<file path="config.mk">
export PLATFORM = sky130hd
export DESIGN_NAME = rx_pair_store
export DESIGN_NICKNAME = d
export VERILOG_FILES = /design/src/rtl/rx_pair_pkg.sv /design/src/rtl/rx_pair_data.sv /design/src/rtl/rx_pair_ctrl.sv /design/src/rtl/rx_pair_store.sv
export SDC_FILE = /design/constraint.sdc
export NUM_CORES = 1
export LEC_CHECK = 0
export ABC_AREA = 1
export BUFFER_PORTS_ARGS = -buffer_cell sky130_fd_sc_hd__buf_2
export CORE_MARGIN = 2
export CORE_UTILIZATION = 53
export DETAILED_ROUTE_END_ITERATION = 6
export GPL_TIMING_DRIVEN = 1
export PLACE_DENSITY = 0.79
export SYNTH_ARGS = -nofsm -noshare
export SYNTH_HDL_FRONTEND = slang
export SYNTH_SLANG_ARGS = --single-unit
</file>
<file path="constraint.sdc">
create_clock -name clk -period 1.95 [get_ports clk]
set_clock_uncertainty 0.1 [all_clocks]
set_input_delay 0.195 -clock clk [delete_from_list [all_inputs] [get_ports clk]]
set_output_delay 0.195 -clock clk [all_outputs]
set_load 0.02 [all_outputs]
</file>
<file path="src/rtl/rx_pair_pkg.sv">
package rx_pair_pkg;
  typedef struct packed {
    logic loadHead;
    logic loadTail;
    logic shiftUp;
  } storeCtl_t;
endpackage

</file>
<file path="src/rtl/rx_pair_data.sv">
module rx_pair_data
  import rx_pair_pkg::*;
#(
  parameter int DATA_W = 32
) (
  input  logic              clk,
  input  logic              rst_n,
  input  storeCtl_t         ctl,
  input  logic [DATA_W-1:0] inData,
  output logic [DATA_W-1:0] headWord
);
  logic [DATA_W-1:0] slotHead;
  logic [DATA_W-1:0] slotTail;

  always_ff @(posedge clk) begin
    if (!rst_n) begin
      slotHead <= '0;
      slotTail <= '0;
    end else begin
      if (ctl.shiftUp)       slotHead <= slotTail;
      else if (ctl.loadHead) slotHead <= inData;
      if (ctl.loadTail)      slotTail <= inData;
    end
  end

  assign headWord = slotHead;
endmodule

</file>
<file path="src/rtl/rx_pair_ctrl.sv">
module rx_pair_ctrl
  import rx_pair_pkg::*;
#(
  parameter int HOLDOFF = 2
) (
  input  logic      clk,
  input  logic      rst_n,
  input  logic      msgValid,
  input  logic      releaseCmd,
  input  logic      clearOvrCmd,
  output storeCtl_t ctl,
  output logic      rxAvail,
  output logic      ovrStatus,
  output logic      rxIrq,
  output logic      ovrIrq
);
  localparam int HW = $clog2(HOLDOFF + 1);
  localparam logic [HW-1:0] HOLD_LOAD = HW'(HOLDOFF);

  logic [1:0]    fill;
  logic [1:0]    fillNext;
  logic [HW-1:0] holdCnt;
  logic          relEff;
  logic          isFull;
  logic          accept;
  logic          ovrEvent;

  assign isFull   = (fill == 2'd2);
  assign relEff   = releaseCmd && (fill != 2'd0);
  assign accept   = msgValid && !(isFull && !relEff);
  assign ovrEvent = msgValid && isFull && !relEff;

  always_comb begin
    ctl.loadHead = msgValid && ((fill == 2'd0) || (fill == 2'd1 && relEff));
    ctl.loadTail = msgValid && ((fill == 2'd1 && !relEff) || (isFull && relEff));
    ctl.shiftUp  = relEff && isFull;
    fillNext = fill;
    if (accept && !relEff)      fillNext = fill + 2'd1;
    else if (!accept && relEff) fillNext = fill - 2'd1;
  end

  always_ff @(posedge clk) begin
    if (!rst_n) begin
      fill      <= 2'd0;
      holdCnt   <= '0;
      rxIrq     <= 1'b0;
      ovrStatus <= 1'b0;
      ovrIrq    <= 1'b0;
    end else begin
      fill <= fillNext;
      if (relEff) begin
        holdCnt <= HOLD_LOAD;
        rxIrq   <= 1'b0;
      end else if (holdCnt != '0) begin
        holdCnt <= holdCnt - 1'b1;
        rxIrq   <= 1'b0;
      end else begin
        rxIrq <= (fillNext != 2'd0);
      end
      if (ovrEvent)         ovrStatus <= 1'b1;
      else if (clearOvrCmd) ovrStatus <= 1'b0;
      ovrIrq <= ovrEvent && !ovrStatus;
    end
  end

  assign rxAvail = (fill != 2'd0);
endmodule

</file>
<file path="src/rtl/rx_pair_store.sv">
module rx_pair_store
  import rx_pair_pkg::*;
#(
  parameter int DATA_W  = 32,
  parameter int HOLDOFF = 2
) (
  input  logic              clk,
  input  logic              rst_n,
  input  logic              msgValid,
  input  logic [DATA_W-1:0] msgData,
  input  logic              releaseCmd,
  input  logic              clearOvrCmd,
  output logic [DATA_W-1:0] headData,
  output logic              rxAvail,
  output logic              ovrStatus,
  output logic              rxIrq,
  output logic              ovrIrq
);
  storeCtl_t ctl;

  rx_pair_ctrl #(.HOLDOFF(HOLDOFF)) ctrl_i (
    .clk(clk), .rst_n(rst_n), .msgValid(msgValid), .releaseCmd(releaseCmd),
    .clearOvrCmd(clearOvrCmd), .ctl(ctl), .rxAvail(rxAvail),
    .ovrStatus(ovrStatus), .rxIrq(rxIrq), .ovrIrq(ovrIrq)
  );

  rx_pair_data #(.DATA_W(DATA_W)) data_i (
    .clk(clk), .rst_n(rst_n), .ctl(ctl), .inData(msgData), .headWord(headData)
  );
endmodule

</file>
# Yosys cells after proc, flatten, opt, wreduce, memory -nomap -nowiden
# Cells that the tools add are included.
# W data, S select, Z words.
dict set report totals {
  mem_count 0
  ram_bits 0
  input_bits 37
  romBits 0
  out_inout_bits 36
  latchBits 0
  reg_bits 71
  wordCells 50
}
dict set report classes {
  n_shift 0
  addsub 3
  n_lt_le_gt_ge 0
  eq_ne 2
  mul 0
  muxes 8
  n_reduce_logical 28
  bitwise 1
  div_mod_pow 0
}
# cell count
set op_table {}
lappend op_table {{$mux W32} 2}
lappend op_table {{$logic_and A1 B1 Y1} 13}
lappend op_table {{$reduce_bool A2 Y1} 6}
lappend op_table {{$mux W2} 4}
lappend op_table {{$logic_not A1 Y1} 4}
lappend op_table {{$sub A2 B1 Y2 const B} 2}
lappend op_table {{$reduce_or A3 Y1} 1}
lappend op_table {{$add A2 B1 Y2 const B} 1}
lappend op_table {{$eq A2 B1 Y1 const B} 1}
lappend op_table {{$eq A2 B2 Y1 const B} 1}
lappend op_table {{$logic_not A2 Y1} 1}
lappend op_table {{$logic_or A1 B1 Y1} 2}
lappend op_table {{$mux W1} 2}
lappend op_table {{$reduce_or A2 Y1} 1}
lappend op_table {{$not A1 Y1} 1}

# Longest topological paths before layout
dict set report depth {
  ltp_word 11
  depth_mapped 12
  mapped_depth_nobuf 11
}

# Modules after synthesis
# Synthesis repeated with hierarchy kept, for this count alone.
dict set report hier_totals {
  cells_unflattened 432
  hier_area_um2 3066.7
}
# mod seq_area_each_um2 area_per_inst_um2 cells_each instances
set by_module_without_submodules {}
lappend by_module_without_submodules {rx_pair_data 1281.2 2698.8 381 1}
lappend by_module_without_submodules {rx_pair_ctrl 140.1 367.9 51 1}

# Least setup slack after synthesis
# OpenSTA, ideal clock, no wires.
dict set report synth_path {
  path_kind {register -> register}
  start {register ctrl_i.fill[0]}
  end {register data_i.slotTail[10]}
  stages_incl_launch_ff 12
  required_ns 1.734
  setup_time_ns 0.116
  arrival_time_ns 1.443
  synth_period_minus_slack_ns 1.659
  path_buffers 1
  setup_slack_ns 0.291
  cell_sequence {dfxtp_1 > inv_1 > ha_1 > inv_2 > nand2_4 > inv_4 > nand2_4 > nand2_1 > nand2_2 > buf_2 > o21ai_0 > nor2_1}
}
dict set report synth_between {
  elab_chain_len 6
  word_cells_on_any_way 9
  cone_classes {2 x eq/ne; 7 x reduce/logical}
}
# item line_no
set synth_rtl {}
lappend synth_rtl {{from (decl)} rx_pair_ctrl.sv:20} ;# logic [1:0] fill;
lappend synth_rtl {{from (signal assigned)} rx_pair_ctrl.sv:50} ;# fill <= fillNext;
lappend synth_rtl {{$reduce_bool A2 Y1 (*)} -}
lappend synth_rtl {{via rxAvail} rx_pair_store.sv:14} ;# output logic rxAvail,
lappend synth_rtl {{$logic_and A1 B1 Y1 (*)} rx_pair_ctrl.sv:29} ;# assign relEff = releaseCmd && (fill != 2'd0);
lappend synth_rtl {{$logic_not A1 Y1} rx_pair_ctrl.sv:35} ;# ctl.loadTail = msgValid && ((fill == 2'd1 && !relEff) || (isFull && relEff));
lappend synth_rtl {{$logic_and A1 B1 Y1} rx_pair_ctrl.sv:35}
lappend synth_rtl {{$logic_or A1 B1 Y1 (*)} rx_pair_ctrl.sv:35}
lappend synth_rtl {{$logic_and A1 B1 Y1 (*)} rx_pair_ctrl.sv:35}
lappend synth_rtl {{to (signal assigned)} rx_pair_data.sv:22} ;# if (ctl.loadTail) slotTail <= inData;
lappend synth_rtl {{to (decl)} rx_pair_data.sv:13} ;# logic [DATA_W-1:0] slotTail;
# The timed path passes the listed nets; every way through them passes the cells marked *.
# A chain may end at the register's enable or synchronous reset.

# Worst setup path after layout
dict set report layout_path {
  start {register ctrl_i.fill[0]}
  end {register data_i.slotHead[9], in the netlist data_i.headWord[9]}
}
dict set report layout_between {
  elab_chain_len 6
  word_cells_on_any_way 11
  cone_classes {2 x eq/ne; 1 x mux; 8 x reduce/logical}
}
# item line_no
set layout_rtl {}
lappend layout_rtl {{$reduce_bool A2 Y1} rx_pair_ctrl.sv:29}
lappend layout_rtl {{$logic_and A1 B1 Y1} rx_pair_ctrl.sv:29}
lappend layout_rtl {{$logic_and A1 B1 Y1} rx_pair_ctrl.sv:34} ;# ctl.loadHead = msgValid && ((fill == 2'd0) || (fill == 2'd1 && relEff));
lappend layout_rtl {{$logic_or A1 B1 Y1} rx_pair_ctrl.sv:34}
lappend layout_rtl {{$logic_and A1 B1 Y1} rx_pair_ctrl.sv:34}
lappend layout_rtl {{$reduce_bool A2 Y1 (no source line)} -}
lappend layout_rtl {{to (signal assigned)} rx_pair_data.sv:20} ;# if (ctl.shiftUp) slotHead <= slotTail;
lappend layout_rtl {{to (signal assigned)} rx_pair_data.sv:21} ;# else if (ctl.loadHead) slotHead <= inData;
lappend layout_rtl {{to (decl)} rx_pair_data.sv:12} ;# logic [DATA_W-1:0] slotHead;
# Several ways; a longest one is shown, not always the timed one.

==> flow_summary_export.csv <==
group,metric,value,unit
detailed_routing,vias,2962,
finish,nets,540,
synth,async_flop_share,0,
detailed_routing,avgViaCountPerCell,5.151,
placed_design,post-place-ws,0.05078,ns
placed_design,place_congestion,0.9011,
worst_hold_path,holdCritPathClass,"in -> reg",
synth,synth-warning-count,0,
critical_path,timing.critical_path.mode_cell,"nand2_4",
critical_path,worst-path-stages,11,
synth,synth_top_area_share,0.4704,
power,vdd_ir_drop_max,0.5969,mV
synth,synth_common_cells,"131 x nor2_1, 77 x nand2_1, 71 x dfxtp_1, 59 x o21ai_0, 38 x nand3_1",
floorplan,fp-row-count,27,
synth,synth_edf_count,0,
floorplan,floorplan.die.height,79.51,um
power,p_per_area,1055,nW/um^2
clock_tree,clkTransAtPathRegs,0.07,ns
global_routing,first_global_vias,2699,
detailed_routing,wl_per_cell,12.49,um
detailed_routing,drtIter0Drc,272,
floorplan,die_width,79.51,um
detailed_routing,drt-total-wl,7.183,mm
critical_path,r2r_cells,11,
detailed_routing,drc_errors,0,
critical_path,worstSetupEndpoint,"data_i.headWord[9]",
floorplan,dieArea,6321,um^2
critical_path,startpoint,"ctrl_i.fill[0]",
power,p_leak,0.001802,uW
critical_path,path_cells,"inv_1 -> ha_1 -> inv_2 -> nand2_4 -> inv_4 -> nand2_4 -> nand2_4 -> inv_1 -> buf_4 -> nor2_1 -> nor2_1",
global_routing,grt_max_degree,42,
floorplan,coreArea,5507,um^2
finish,areaGrowthSynthToFinish,20.58,%
detailed_routing,ant_nets,0,
critical_path,path_buf_inv,5,
critical_path,max_stage_delay,0.35,ns
global_routing,grt_pass1_wl,11.94,mm
timing,clock.fmax,550.8,MHz
detailed_routing,drt_first_pass_iters,4,
run,cap_viol_max_count,0,
synth,yosysMostFrequentCell,"nor2_1",
critical_path,slowest_stage,"dfxtp_1",
timing,period_needed,1.815,ns
clock_tree,tritoncts,"done",
clock_tree,cts.sink_count,71,
timing,fin_crit_sh,0.9310,
power,p_total,3845,uW
synth,syn_inst,433,
global_routing,antenna_found_initial,0,
timing,rsz0062_at_grt,"true",
placed_design,dp.cells,559,
finish,n_antenna_cell,0,
finish,drive_gt1_frac,0.2068,
critical_path,arrival,1.96,ns
timing,hold_viol,0,
placed_design,io_buffers,72,
finish,final-instance-count-excl-fill,575,
synth,synthDistinctLibCells,23,
global_routing,grt_overflow,0,
critical_path,critPathRequiredTime,2.09,ns
synth,netlist_area,3022,um^2
timing,hold_slack,0.008849,ns
critical_path,critPathTopFamily,"simple AND/OR/NAND/NOR gates",
timing,worstMarginPinSlew,0.4243,ns
clock_tree,cts-buffers-inserted,9,
critical_path,cp_max_fo,20,
synth,yosys_most_used_dff,"dfxtp_1",
timing,relSlewSlack,0.7171,
timing,drv_slew,0,
clock_tree,cts-htree-levels,3,
synth,syn_area_per_cell,6.978,um^2
clock_tree,cts-root-buf,"clkbuf_8",
placed_design,post-dp-hpwl,4.732,mm
synth,synth_area_leaders,"dfxtp_1 47%, nor2_1 16%, o21ai_0 9.8%",
run_status,status,"complete, no violations",
timing,fin_ws,0.1345,ns
global_routing,grt_use_total,0.2418,
synth,postSynthNetCount,473,
critical_path,endpoint_kind,"flip-flop",
critical_path,r2r-start,"ctrl_i.fill[0]",
clock_tree,clk_latency,0.34,ns
critical_path,cp-start-kind,"flip-flop",
critical_path,r2r-end,"data_i.headWord[9]",
synth,synth_seq_cells,71,
clock_tree,cts.path.max_buffers,2,
timing,setup_viol,0,
floorplan,ios,73,
synth,ys_seq_area_frac,0.4704,
critical_path,critical_path_class,"reg -> reg",
floorplan,start_util,0.5487,
clock_tree,cts_setup_buffers,0,
synth,synth_top_area_cell,"dfxtp_1",
critical_path,r2r_slack,0.13,ns
[flip-flops by register name, summed over array words and instances, names as in the netlist]
signal	cells
ctrl_i.rxIrq	1
ctrl_i.ovrIrq	1
data_i.headWord	32
ctrl_i.fill	2
ctrl_i.ovrStatus	1
data_i.slotTail	32
ctrl_i.holdCnt	2
[area by class of cell]
class | instances | area [um^2]
tap | 72 | 90.09
multi-input combinational | 323 | 1413
timing repair buffer | 85 | 510.5
fill | 495 | 1863
clock inverter | 1 | 5.005
clock buffer | 13 | 158.9
inverter | 10 | 45.04
sequential | 71 | 1421
[kinds of logic after synthesis]
kind of cell               count (synthesis)  share of synthesized area
buffers and inverters                     39                    0.06625
adders and majority gates                  3                    0.01242
DFF                                       71                     0.4704
and+or+nand+nor                          253                     0.3391
AOI/OAI and AO/OA                         67                     0.1118
[repair_timing]
action                     in CTS  in global routing
setup endpoints to repair       0                 58
hold endpoints to repair        1                  0
hold buffers                    1                  0
resized for setup               0                 15
[report_power, final]
| group | internal [uW] | total [uW] | leakage [uW] | switching [uW] |
|---|---|---|---|---|
| Clock | 517 | 1030 | 0.0000854 | 513 |
| Sequential | 1660 | 1760 | 0.000584 | 98.5 |
| Combinational | 369 | 1050 | 0.00113 | 683 |
[placed cells by master, fill, tap and decap left out, drive strengths merged]
| cell type | Yosys | routed |
|---|---|---|
| dlygate4sd3 | 0 | 1 |
| nand3 | 38 | 38 |
| o31ai | 1 | 1 |
| ha | 3 | 3 |
| nor3b | 1 | 1 |
| inv | 9 | 9 |
| nor2 | 131 | 131 |
| clkbuf | 8 | 14 |
| o21ai | 64 | 64 |
| clkinv | 1 | 2 |
| nand2 | 81 | 81 |
| buf | 21 | 83 |
| dfxtp | 71 | 71 |
| nand4 | 1 | 1 |
| nor3 | 1 | 1 |
| a21oi | 2 | 2 |
[layer usage]
layer / up-vias / wire length (um) / track usage
li1: 1518 / - / -
met1: 1344 / 3197 / 0.3080
met2: 87 / 3473 / 0.3924
met3: 13 / 392 / 0.06787
met4: 0 / 120 / 0.08448
met5: - / 0 / 0
[how the worst min path moves through the flow]
stage	startpoint	end	depth (start not counted)
3_3_place_gp	clearOvrCmd	ctrl_i.ovrStatus	2
6_report	msgData[13]	data_i.slotTail[13]	3
3_5_place_dp	clearOvrCmd	ctrl_i.ovrStatus	2
5_1_grt	msgData[24]	data_i.slotTail[24]	3
4_1_cts	msgData[0]	data_i.slotTail[0]	3
2_1_floorplan	clearOvrCmd	ctrl_i.ovrStatus	1
[worst register-to-register path, delay by kind of cell (launching register included)]
family	cells	cell delay, ns
fa+ha+maj	1	0.20
buf+inv	5	0.51
flops	1	0.35
simple gates	5	0.54
[metrics by stage]
stage               cell area [um^2]  TNS, ns  utilization
global route                    3643  -0.3178       0.6617
detailed placement              3421        0       0.6212
CTS                             3595        0       0.6528
finish                          3643        0       0.6617
floorplan                       3022        0            -
global placement                3421        0       0.6212
No activity file was read; power rests on OpenSTA's default activity.
